--- config.mk ---
export PLATFORM = sky130hd
export DESIGN_NAME = gpio_dual_port
export DESIGN_NICKNAME = d
export VERILOG_FILES = /design/src/rtl/gpio_pkg.sv /design/src/rtl/gpio_sync.sv /design/src/rtl/gpio_regs.sv /design/src/rtl/gpio_rdmux.sv /design/src/rtl/gpio_dual_port.sv
export SDC_FILE = /design/constraint.sdc
export NUM_CORES = 1
export LEC_CHECK = 0
export ABC_AREA = 1
export BUFFER_PORTS_ARGS = -buffer_cell sky130_fd_sc_hd__clkbuf_2
export CORE_UTILIZATION = 51
export DETAILED_ROUTE_END_ITERATION = 12
export PLACE_DENSITY = 0.85
export SLEW_MARGIN = 40
export SYNTH_ARGS = -nofsm -noshare
export SYNTH_HDL_FRONTEND = slang
export SYNTH_SLANG_ARGS = --single-unit
--- constraint.sdc ---
create_clock -name clk -period 1.6 [get_ports clk]
set_input_delay 0.32 -clock clk [delete_from_list [all_inputs] [get_ports clk]]
set_output_delay 0.32 -clock clk [all_outputs]
set_load 0.02 [all_outputs]
--- src/rtl/gpio_pkg.sv ---
package gpio_pkg;
    // Register select codes on the 2-bit bus address
    typedef enum logic [1:0] {
        SEL_PIN   = 2'd0,
        SEL_LATCH = 2'd1,
        SEL_DIR   = 2'd2,
        SEL_RSVD  = 2'd3
    } reg_sel_e;

    localparam int unsigned ADDR_W = 2;
    localparam int unsigned SYNC_STAGES = 2;
endpackage

--- src/rtl/gpio_sync.sv ---
// Multi-stage synchronizer for the pad input levels
module gpio_sync #(
    parameter int unsigned WIDTH  = 8,
    parameter int unsigned STAGES = gpio_pkg::SYNC_STAGES
) (
    input  logic             clk,
    input  logic             rst_n,
    input  logic [WIDTH-1:0] async_in,
    output logic [WIDTH-1:0] sync_out
);
    localparam int unsigned LAST = STAGES - 1;

    typedef struct packed {
        logic [STAGES-1:0][WIDTH-1:0] stage;
    } sync_t;

    sync_t s_d, s_q;

    always_comb begin
        s_d = s_q;
        s_d.stage[0] = async_in;
        for (int k = 1; k < int'(STAGES); k++) begin
            s_d.stage[k] = s_q.stage[k-1];
        end
    end

    always_ff @(posedge clk or negedge rst_n) begin
        if (!rst_n) s_q <= '0;
        else        s_q <= s_d;
    end

    assign sync_out = s_q.stage[LAST];

    // warm-up counter so the delay check only looks back over cycles since reset
    logic [1:0] warm_d, warm_q;
    always_comb warm_d = (warm_q == 2'd2) ? warm_q : warm_q + 2'd1;
    always_ff @(posedge clk or negedge rst_n) begin
        if (!rst_n) warm_q <= '0;
        else        warm_q <= warm_d;
    end

    generate
        if (STAGES == 2) begin : g_chk2

            sync_delay_chk: assert property (@(posedge clk) disable iff (!rst_n)
                (warm_q == 2'd2) |-> (sync_out == $past(async_in, 2)));
        end
    endgenerate
endmodule

--- src/rtl/gpio_regs.sv ---
// Output latch and direction register with the bus write decode
module gpio_regs #(
    parameter int unsigned WIDTH = 8
) (
    input  logic                            clk,
    input  logic                            rst_n,
    input  logic [gpio_pkg::ADDR_W-1:0]     wr_addr,
    input  logic                            wr_en,
    input  logic [WIDTH-1:0]                wr_data,
    output logic [WIDTH-1:0]                latch_val,
    output logic [WIDTH-1:0]                dir_val
);
    import gpio_pkg::*;

    typedef struct packed {
        logic [WIDTH-1:0] latch;
        logic [WIDTH-1:0] dir;
    } regs_t;

    regs_t r_d, r_q;
    reg_sel_e sel;

    always_comb begin
        sel = reg_sel_e'(wr_addr);
        r_d = r_q;
        if (wr_en) begin
            unique case (sel)
                SEL_PIN,
                SEL_LATCH: r_d.latch = wr_data;
                SEL_DIR:   r_d.dir   = wr_data;
                default:   ;
            endcase
        end
    end

    always_ff @(posedge clk or negedge rst_n) begin
        if (!rst_n) r_q <= '0;
        else        r_q <= r_d;
    end

    assign latch_val = r_q.latch;
    assign dir_val   = r_q.dir;


    latch_load_chk: assert property (@(posedge clk) disable iff (!rst_n)
        (wr_en && (wr_addr == 2'd0 || wr_addr == 2'd1)) |=> (latch_val == $past(wr_data)));


    dir_load_chk: assert property (@(posedge clk) disable iff (!rst_n)
        (wr_en && wr_addr == 2'd2) |=> (dir_val == $past(wr_data) && $stable(latch_val)));


    rsvd_ignored_chk: assert property (@(posedge clk) disable iff (!rst_n)
        (wr_en && wr_addr == 2'd3) |=> ($stable(latch_val) && $stable(dir_val)));


    idle_hold_chk: assert property (@(posedge clk) disable iff (!rst_n)
        (!wr_en) |=> ($stable(latch_val) && $stable(dir_val)));
endmodule

--- src/rtl/gpio_rdmux.sv ---
// Combinational read-data select
module gpio_rdmux #(
    parameter int unsigned WIDTH = 8
) (
    input  logic [gpio_pkg::ADDR_W-1:0] rd_addr,
    input  logic [WIDTH-1:0]            pin_sync,
    input  logic [WIDTH-1:0]            latch_val,
    input  logic [WIDTH-1:0]            dir_val,
    output logic [WIDTH-1:0]            rd_data
);
    import gpio_pkg::*;

    always_comb begin
        unique case (reg_sel_e'(rd_addr))
            SEL_PIN:   rd_data = pin_sync;
            SEL_LATCH: rd_data = latch_val;
            SEL_DIR:   rd_data = dir_val;
            default:   rd_data = '0;
        endcase
    end
endmodule

--- src/rtl/gpio_dual_port.sv ---
// Top: GPIO port with two write aliases and split pin/latch reads
module gpio_dual_port #(
    parameter int unsigned WIDTH = 8
) (
    input  logic             clk,
    input  logic             rst_n,
    input  logic [1:0]       bus_addr,
    input  logic             bus_wr,
    input  logic [WIDTH-1:0] bus_wdata,
    output logic [WIDTH-1:0] bus_rdata,
    input  logic [WIDTH-1:0] pin_in,
    output logic [WIDTH-1:0] pin_out,
    output logic [WIDTH-1:0] pin_oe
);
    logic [WIDTH-1:0] pin_sync;
    logic [WIDTH-1:0] latch_val;
    logic [WIDTH-1:0] dir_val;

    gpio_sync #(.WIDTH(WIDTH)) u_sync (
        .clk      (clk),
        .rst_n    (rst_n),
        .async_in (pin_in),
        .sync_out (pin_sync)
    );

    gpio_regs #(.WIDTH(WIDTH)) u_regs (
        .clk       (clk),
        .rst_n     (rst_n),
        .wr_addr   (bus_addr),
        .wr_en     (bus_wr),
        .wr_data   (bus_wdata),
        .latch_val (latch_val),
        .dir_val   (dir_val)
    );

    gpio_rdmux #(.WIDTH(WIDTH)) u_mux (
        .rd_addr   (bus_addr),
        .pin_sync  (pin_sync),
        .latch_val (latch_val),
        .dir_val   (dir_val),
        .rd_data   (bus_rdata)
    );

    // Direction 1 = output; 0 = input with driver off
    assign pin_oe  = dir_val;
    assign pin_out = latch_val;


    latch_read_chk: assert property (@(posedge clk) disable iff (!rst_n)
        (bus_addr == 2'd1) |-> (bus_rdata == pin_out));


    rsvd_read_chk: assert property (@(posedge clk) disable iff (!rst_n)
        (bus_addr == 2'd3) |-> (bus_rdata == '0));


    dir_read_chk: assert property (@(posedge clk) disable iff (!rst_n)
        (bus_addr == 2'd2) |-> (bus_rdata == pin_oe));
endmodule

==> reports/metrics.cfg, run 1 <==
[cts]
cts_root_buffer=clkbuf_4
cts_resized=0
cts.clk_slew.worst_paths_ns=0.09
clockBufferDepth=2
clock_latency_ns=0.33
cts_tree=yes
clock-sinks=32
htreeDepth=2
cts_buffers=5

[route]
drtIter0Drc=30
viasPerCell=5.17
vias=1033
ant_nets=0
wire_per_inst_um=12.2
dr.pass1.iters=4
wirelength_um=2450
post-route-drc-count=0

[pwr]
p_leak_nw=0.843
peakVddDrop_uv=1040
p_per_area_nw_per_um2=1200

[floorplanning]
ios=45
core_area_um2=2280
die_y_um=51.9
die-area_um2=2690
dieWidth_um=51.9
initial_core_util=0.557
placementRows=17

[global_routing]
grt_usage=0.214
antenna_found_initial=0
grt_pass1_wl_um=3990
first_global_vias=893
grt_start_max_net_pins=33
grt.overflow.total=0

[yosys]
ys_seq_area_frac=0.631
synth_cell_type_count=10
synthesis.area_um2=1270
netlist_instances=124
syn_area_per_cell_um2=10.2
ys_top_cells_by_area=dfrtp_1, nand3_1, nand2_1
synth_xor_xnor_area_share=0
synth_compound_area_frac=0
synth_top_family_by_area=simple AND/OR/NAND/NOR gates
synth-seq-cells=32
synth_nets=145
yosys.area_share.simple=0.306
yosys.area.top_type=dfrtp_1
synthMuxAreaShare=0
synth_fa_ha_area_frac=0
yosysWarnings=0
synth.top_cell.area_share=0.631

[finish]
regArea_um2=801
fin_nets=192
syn_to_final_growth_pct=22.8
final_util=0.684
nFillCells=173
final_area_um2=1560
n_antenna_cell=0
final_cell_mix=clkbuf_2, nand2_1, nand3_1, dfrtp_1, nand4_1
layout-drive-gt1-share=0.337
layout_commonest_cell=clkbuf_2
multi_input_area_um2=388

[timing]
tightest_slew_ns=0.380
slew_violations=0
period_share=0.924
setup_viol=0
finalCriticalPeriod_ns=1.48
timing.fmax_mhz=676
rsz0062_at_grt=false
worst_slack_ns=0.121
slew_headroom=0.746
hold_viol_final=0
skew_ns=0.000525
finalSetupTns_ns=0

[critical_path]
setup.worst_path.start_class=input pin
worstPathMaxFanout=16
arrival_ns=1.16
worstSetupPathType=in2out
end_kind=output port
cp.required_ns=1.28

[status]
status=finished, final reports clean

[place]
pre_cts_ws_ns=0.126
gp_congestion=0.882
hpwlAfterDp_um=1810
port_buffers=44
placed_area_um2=1470

[job]
max_cap_violations=0

[worst_hold_path]
min_path_type=in2reg

==> worst max-delay path: stages <==
cell and delay [ns]:
clkbuf_2 0.25, nor2_4 0.25, nand2_1 0.08, nand3_1 0.09, clkbuf_2 0.17
==> metal layers <==
metal	share of wire	global-route usage	wire, um	up-vias
met1	0.45	0.288	1090	472
li1	-	-	-	513
met5	0	0	0	-
met4	0.010	0.0946	25	0
met2	0.47	0.303	1140	44
met3	0.077	0.0848	188	4
==> report_power, final <==
group          switching [mW]  internal (mW)
clock                   0.252          0.327
combinational           0.238          0.118
sequential             0.0557          0.886
total                   0.546           1.33
==> through the flow <==
step                power, mW  hold slack (ns)  cells
global route             1.98           0.0525    200
detailed placement       1.31            0.336    191
global placement         1.30            0.332    191
finish                   1.88           0.0846    200
CTS                      1.90           0.0746    200
floorplan                1.17           0.0244    124
==> kinds of logic (layout without fill, tap and decap cells) <==
| family | count (synthesis) | count (layout) |
|---|---|---|
| DFF | 32 | 32 |
| buffers and inverters | 9 | 57 |
| and+or+nand+nor | 83 | 83 |
==> flip-flops by register name, indices dropped and copies added, names as in the netlist <==
register and flops:
u_sync.sync_out 8, u_regs.dir_val 8, u_regs.latch_val 8, u_sync.s_d 8
==> synthesized netlist by cell type (all sizes together) <==
| master | n |
|---|---|
| buf | 7 |
| dfrtp | 32 |
| inv | 2 |
| nand2 | 41 |
| nand3 | 33 |
| nand4 | 8 |
| nor2 | 1 |
==> repair_timing <==
action	in CTS	in global routing
buffers inserted	0	0
hold buffers	1	0
hold endpoints to repair	32	0
==> path summary, 6_finish.rpt <==
kind | startpoint | end | slack, ns | cells past startpoint
max | bus_addr[1] | bus_rdata[4] | 0.12 | 5
min | pin_in[5] | u_sync.s_d[13] | 0.08 | 1
max reg2reg | u_regs.dir_val[4] | u_regs.dir_val[4] | 0.94 | 2
min reg2reg | u_sync.s_d[13] | u_sync.sync_out[5] | 0.36 | 0
max in group asynchronous | rst_n | u_regs.latch_val[1] | 0.80 | 3
min in group asynchronous | rst_n | u_regs.latch_val[3] | 0.53 | 3
==> area by class of cell <==
cell class,count,area share
clock inverters,2,0.0225
inverters,2,0.00803
clock buffers,6,0.0265
repair buffers,47,0.157
multi-input cells,83,0.249
well taps,28,0.0225
flip-flops and latches,32,0.514
Note: power is estimated with default switching activity, not from simulation.
==> run 2, diff against run 1 <==
--- a/config.mk
+++ b/config.mk
@@ -7,9 +7,9 @@
 export LEC_CHECK = 0
 export ABC_AREA = 1
 export BUFFER_PORTS_ARGS = -buffer_cell sky130_fd_sc_hd__clkbuf_2
-export CORE_UTILIZATION = 51
+export CORE_UTILIZATION = 30
 export DETAILED_ROUTE_END_ITERATION = 12
-export PLACE_DENSITY = 0.85
+export PLACE_DENSITY = 0.56
 export SLEW_MARGIN = 40
 export SYNTH_ARGS = -nofsm -noshare
 export SYNTH_HDL_FRONTEND = slang
==> run 2 against run 1 <==
Against the previous run:
- clock skew grew 0.0012 ns
- largest cell class unchanged
- critical path type unchanged
- critical endpoint is now bus_rdata[0]
- critical path depth is the same
- register-to-register slack gained 0.02 ns
==> reports/metrics.cfg, run 2 (synthesized netlist as in run 1, its figures left out) <==
[status]
status=finished, final reports clean

[critical_path]
end_kind=output port
max_stage_delay_ns=0.35
arrival_ns=1.15
reg2reg_setup_slack_ns=0.96
setup.worst_path.start_class=input pin
cp.required_ns=1.28
worstSetupPathType=in2out
worstPathMaxFanout=19
crit_slowest_cell=buf_2
cpMostUsedCell=nand3_1
critical_path.cell_chain=buf_2 -> inv_6 -> nand3_1 -> nand3_1 -> clkbuf_2

[place]
dp_cells=213
port_buffers=44
pre_cts_ws_ns=0.0610
hpwlAfterDp_um=2120
gp_congestion=0.765

[global_routing]
first_global_vias=970
grt_pass1_wl_um=4490
antenna_found_initial=0
grt_usage=0.142
grt_start_max_net_pins=33
grt.overflow.total=0

[floorplanning]
placementRows=23
core_area_um2=4030
dieWidth_um=67.0
die_y_um=67.0
initial_core_util=0.315
ios=45
die-area_um2=4490

[pwr]
p_clk_frac=0.362
p_leak_nw=0.851
combPwrFrac=0.175
internal_power_mw=1.47
seqPwrFrac=0.462
swShare=0.281
p_switching_uw=571
peakVddDrop_uv=594
p_per_area_nw_per_um2=1270

[cts]
htreeDepth=2
postCtsSetupRepairBufs=0
clockBufferDepth=2
cts_buffers=5
cts.clk_slew.worst_paths_ns=0.06
cts_tree=yes
clock_latency_ns=0.28
cts_root_buffer=clkbuf_8
clock-sinks=32

[finish]
multi_input_area_um2=388
final_cell_mix=clkbuf_2, nand2_1, nand3_1, dfrtp_1, nand4_1
layout_commonest_cell=clkbuf_2
regArea_um2=801
nFillCells=403
layout-drive-gt1-share=0.339
syn_to_final_growth_pct=26.8
final_cells=221
fin_nets=191
n_antenna_cell=0

[route]
wirelength_um=2780
wire_per_inst_um=12.6
viasPerCell=4.73
vias=1045
ant_nets=0
post-route-drc-count=0
drtIter0Drc=43
dr.pass1.iters=4

[timing]
worst_slack_ns=0.129
hold_viol_final=0
slew_headroom=0.724
skew_ns=0.00172
timing.fmax_mhz=680
period_share=0.919
rsz0062_at_grt=false
finalCriticalPeriod_ns=1.47
finalSetupTns_ns=0
whs_ns=0.0442
setup_viol=0
slew_violations=0
tightest_slew_ns=0.414

[worst_hold_path]
min_path_type=in2async

[job]
max_cap_violations=0

[run 2: stage by stage]
step | instance area (um2) | util | power, mW
6_report | 1610 | 0.399 | 2.04
5_1_grt | 1610 | 0.399 | 2.14
4_1_cts | 1610 | 0.399 | 2.07
3_5_place_dp | 1500 | 0.372 | 1.32
3_3_place_gp | 1500 | 0.372 | 1.31
2_1_floorplan | 1270 | - | 1.17
[run 2: path summary, 6_finish.rpt]
path                            depth (start not counted)               from                 end
max in group asynchronous                               2              rst_n  u_sync.sync_out[0]
min in group clk                                        1          pin_in[5]      u_sync.s_d[13]
worst max register to register                          2  u_regs.dir_val[0]   u_regs.dir_val[0]
worst max-delay path                                    5        bus_addr[1]        bus_rdata[0]
worst min-delay path                                    2              rst_n      u_sync.s_d[13]
worst min register to register                          0      u_sync.s_d[8]  u_sync.sync_out[0]
[run 2: area by class of cell]
type,count,share of cell area
Sequential cell,32,0.498
Multi-Input combinational cell,83,0.241
Timing Repair Buffer,46,0.146
Clock buffer,6,0.0451
Tap cell,50,0.0389
Clock inverter,2,0.0218
Inverter,2,0.00933
[run 2: repair_timing]
action | in CTS | in global routing
gates resized for setup | 0 | 2
hold buffers | 0 | 0
setup endpoints to repair | 0 | 6
hold endpoints to repair | 0 | 0
[run 2: metal layers]
metal / global-route usage / vias to the layer above / routed length (um)
li1: - / 508 / -
met1: 0.177 / 488 / 1180
met2: 0.218 / 43 / 1330
met3: 0.0479 / 6 / 217
met4: 0.0718 / 0 / 55
met5: 0 / - / 0
[run 2: worst max-delay path: cells and delay by family]
family                 cells  cell delay [ns]
buffers and inverters      3             0.64
and+or+nand+nor            2             0.19
[run 2: power by group through the flow]
stage	clock network, mW	registers, mW	logic (mW)
after floorplan	0	1.02	0.154
after global placement	0	0.956	0.356
after detailed placement	0	0.957	0.362
after CTS	0.760	0.942	0.363
after global routing	0.793	0.951	0.395
final	0.738	0.941	0.357
==> run 3, diff against run 2 <==
--- a/config.mk
+++ b/config.mk
@@ -5,8 +5,7 @@
 export SDC_FILE = /design/constraint.sdc
 export NUM_CORES = 1
 export LEC_CHECK = 0
-export ABC_AREA = 1
-export BUFFER_PORTS_ARGS = -buffer_cell sky130_fd_sc_hd__clkbuf_2
+export BUFFER_PORTS_ARGS = -buffer_cell sky130_fd_sc_hd__buf_2
 export CORE_UTILIZATION = 30
 export DETAILED_ROUTE_END_ITERATION = 12
 export PLACE_DENSITY = 0.56
==> constraint.sdc (replaced) <==
create_clock -name clk -period 1.9 [get_ports clk]
set_input_delay 0.38 -clock clk [delete_from_list [all_inputs] [get_ports clk]]
set_output_delay 0.38 -clock clk [all_outputs]
set_load 0.02 [all_outputs]
==> run 3 against run 2 <==
Against the previous run:
- global-route usage is 1.3 points lower
- sequential power is 15% lower
- design area is 1.7% lower
- combinational power is 5% lower
- power is 13% lower
- first-iteration DRC count is 93% lower
- clock skew hardly changed
- synthesized cell count is 43% lower
- critical path depth stayed put
- clock-buffer cell count stayed put
- core utilization is 2.6 points higher
- synthesized area is 6.5% lower
- critical endpoint is now bus_rdata[2]
- highest routed layer unchanged
==> reports/metrics.cfg, run 3 <==
[status]
status=finished, final reports clean

[pwr]
peakVddDrop_uv=542
p_leak_nw=0.774
p_per_area_nw_per_um2=1120
finalPower_mw=1.77

[route]
vias=772
dr.pass1.iters=2
ant_nets=0
wirelength_um=2420
post-route-drc-count=0
drtIter0Drc=3
wire_per_inst_um=14.2
viasPerCell=4.51

[finish]
n_antenna_cell=0
final_area_um2=1580
final_cell_mix=buf_2, dfrtp_1, mux2_2
layout-drive-gt1-share=0.585
layout_commonest_cell=buf_2
final_util=0.426
fin_nets=143
syn_to_final_growth_pct=33.3

[cts]
clock_latency_ns=0.28
postCtsSetupRepairBufs=0
cts.clk_slew.worst_paths_ns=0.06
cts_resized=0
htreeDepth=2
clockBufferDepth=2
cts_buffers=5
cts_tree=yes
clock-sinks=32
cts_root_buffer=clkbuf_8
hold_buffers=0

[critical_path]
reg2reg_setup_slack_ns=1.13
arrival_ns=1.22
r2r-start=u_regs.latch_val[2]
setup.worst_path.start_class=input pin
worstSetupPathType=in2out
worstPathMaxFanout=6
cp.required_ns=1.52
r2r-end=u_regs.latch_val[2]
end_kind=output port
reg2reg_depth=1

[timing]
hold_viol_final=0
tightest_slew_ns=0.690
rsz0062_at_grt=false
period_share=0.842
worst_slack_ns=0.301
slew_violations=0
slew_headroom=0.540
timing.fmax_mhz=625
finalCriticalPeriod_ns=1.60
finalSetupTns_ns=0
setup_viol=0
skew_ns=0.00217

[yosys]
synthTopCellsByCount=dfrtp_1, mux2_2, mux2i_1, o2bb2ai_1, buf_2
syn_area_per_cell_um2=16.7
yosys.area.top_type=dfrtp_1
synth.top_cell.area_share=0.675
ys_top_cells_by_area=dfrtp_1, mux2_2, mux2i_1
synth.most_common_cell=dfrtp_1
yosysWarnings=0
synth_enable_flop_cells=0
synth-seq-cells=32
synth_cell_type_count=8
synth_nets=92
ys_seq_area_frac=0.675
netlist_instances=71
synth_ff_type=dfrtp_1
async_reset_ff_frac=1.00
synthesis.area_um2=1190

[place]
port_buffers=44
hpwlAfterDp_um=1690
pre_cts_ws_ns=0.286
gp_congestion=0.660
placed_area_um2=1470

[floorplanning]
placementRows=22
die-area_um2=4210
die_y_um=64.9
initial_core_util=0.319
core_area_um2=3720
dieWidth_um=64.9
ios=45

[worst_hold_path]
min_path_type=in2async

[global_routing]
first_global_vias=762
grt_pass1_wl_um=3850
grt_start_max_net_pins=33
grt_usage=0.129
grt.overflow.total=0
antenna_found_initial=0

[job]
max_cap_violations=0

[run 3: cell count changes after synthesis, sizes merged, moves of 3 or more]
cell     delta
mux2i       +8
nand4       -8
nand2      -41
o2bb2ai     +8
buf         -3
nand3      -33
mux2       +16
[run 3: cell families after synthesis]
group	share of synthesized area
compound gates	0.0591
simple gates	0.0274
mux	0.219
flops	0.675
buf+inv	0.0190
[run 3: worst max-delay path by stage]
stage | start | to | slack, ns | cells after the start
2_1_floorplan | bus_addr[0] | bus_rdata[0] | 0.45 | 4
3_3_place_gp | bus_addr[1] | bus_rdata[1] | 0.33 | 5
3_5_place_dp | bus_addr[0] | bus_rdata[3] | 0.29 | 5
4_1_cts | bus_addr[0] | bus_rdata[3] | 0.27 | 5
5_1_grt | bus_addr[0] | bus_rdata[3] | 0.23 | 5
6_report | bus_addr[0] | bus_rdata[2] | 0.30 | 5
[run 3: critical path, stage by stage]
cell       delay [ns]
buf_2            0.09
nor2b_1          0.23
buf_4            0.21
o2bb2ai_1        0.13
buf_2            0.18
[run 3: metal layers]
metal,GRT usage,share of wire
met3,0.0546,0.076
met2,0.201,0.49
met1,0.159,0.42
met5,0,0
met4,0.0500,0.014
[run 3: where the power goes]
group / internal (mW) / total (mW) / switching (mW)
logic: 0.143 / 0.340 / 0.197
registers: 0.757 / 0.800 / 0.0437
clock network: 0.388 / 0.626 / 0.238
[run 3: per-stage QoR]
step / std cells / hold slack, ns
2_1_floorplan: 71 / 0.0844
3_3_place_gp: 163 / 0.332
5_1_grt: 171 / 0.187
4_1_cts: 171 / 0.153
3_5_place_dp: 163 / 0.336
6_report: 171 / 0.136
[run 3: cell type report]
class	instances	area, um2
fillers	362	2130
well taps	48	60.1
multi-input cells	35	363
clock inverters	2	35.0
clock buffers	6	72.6
flip-flops and latches	32	801
repair buffers	48	250
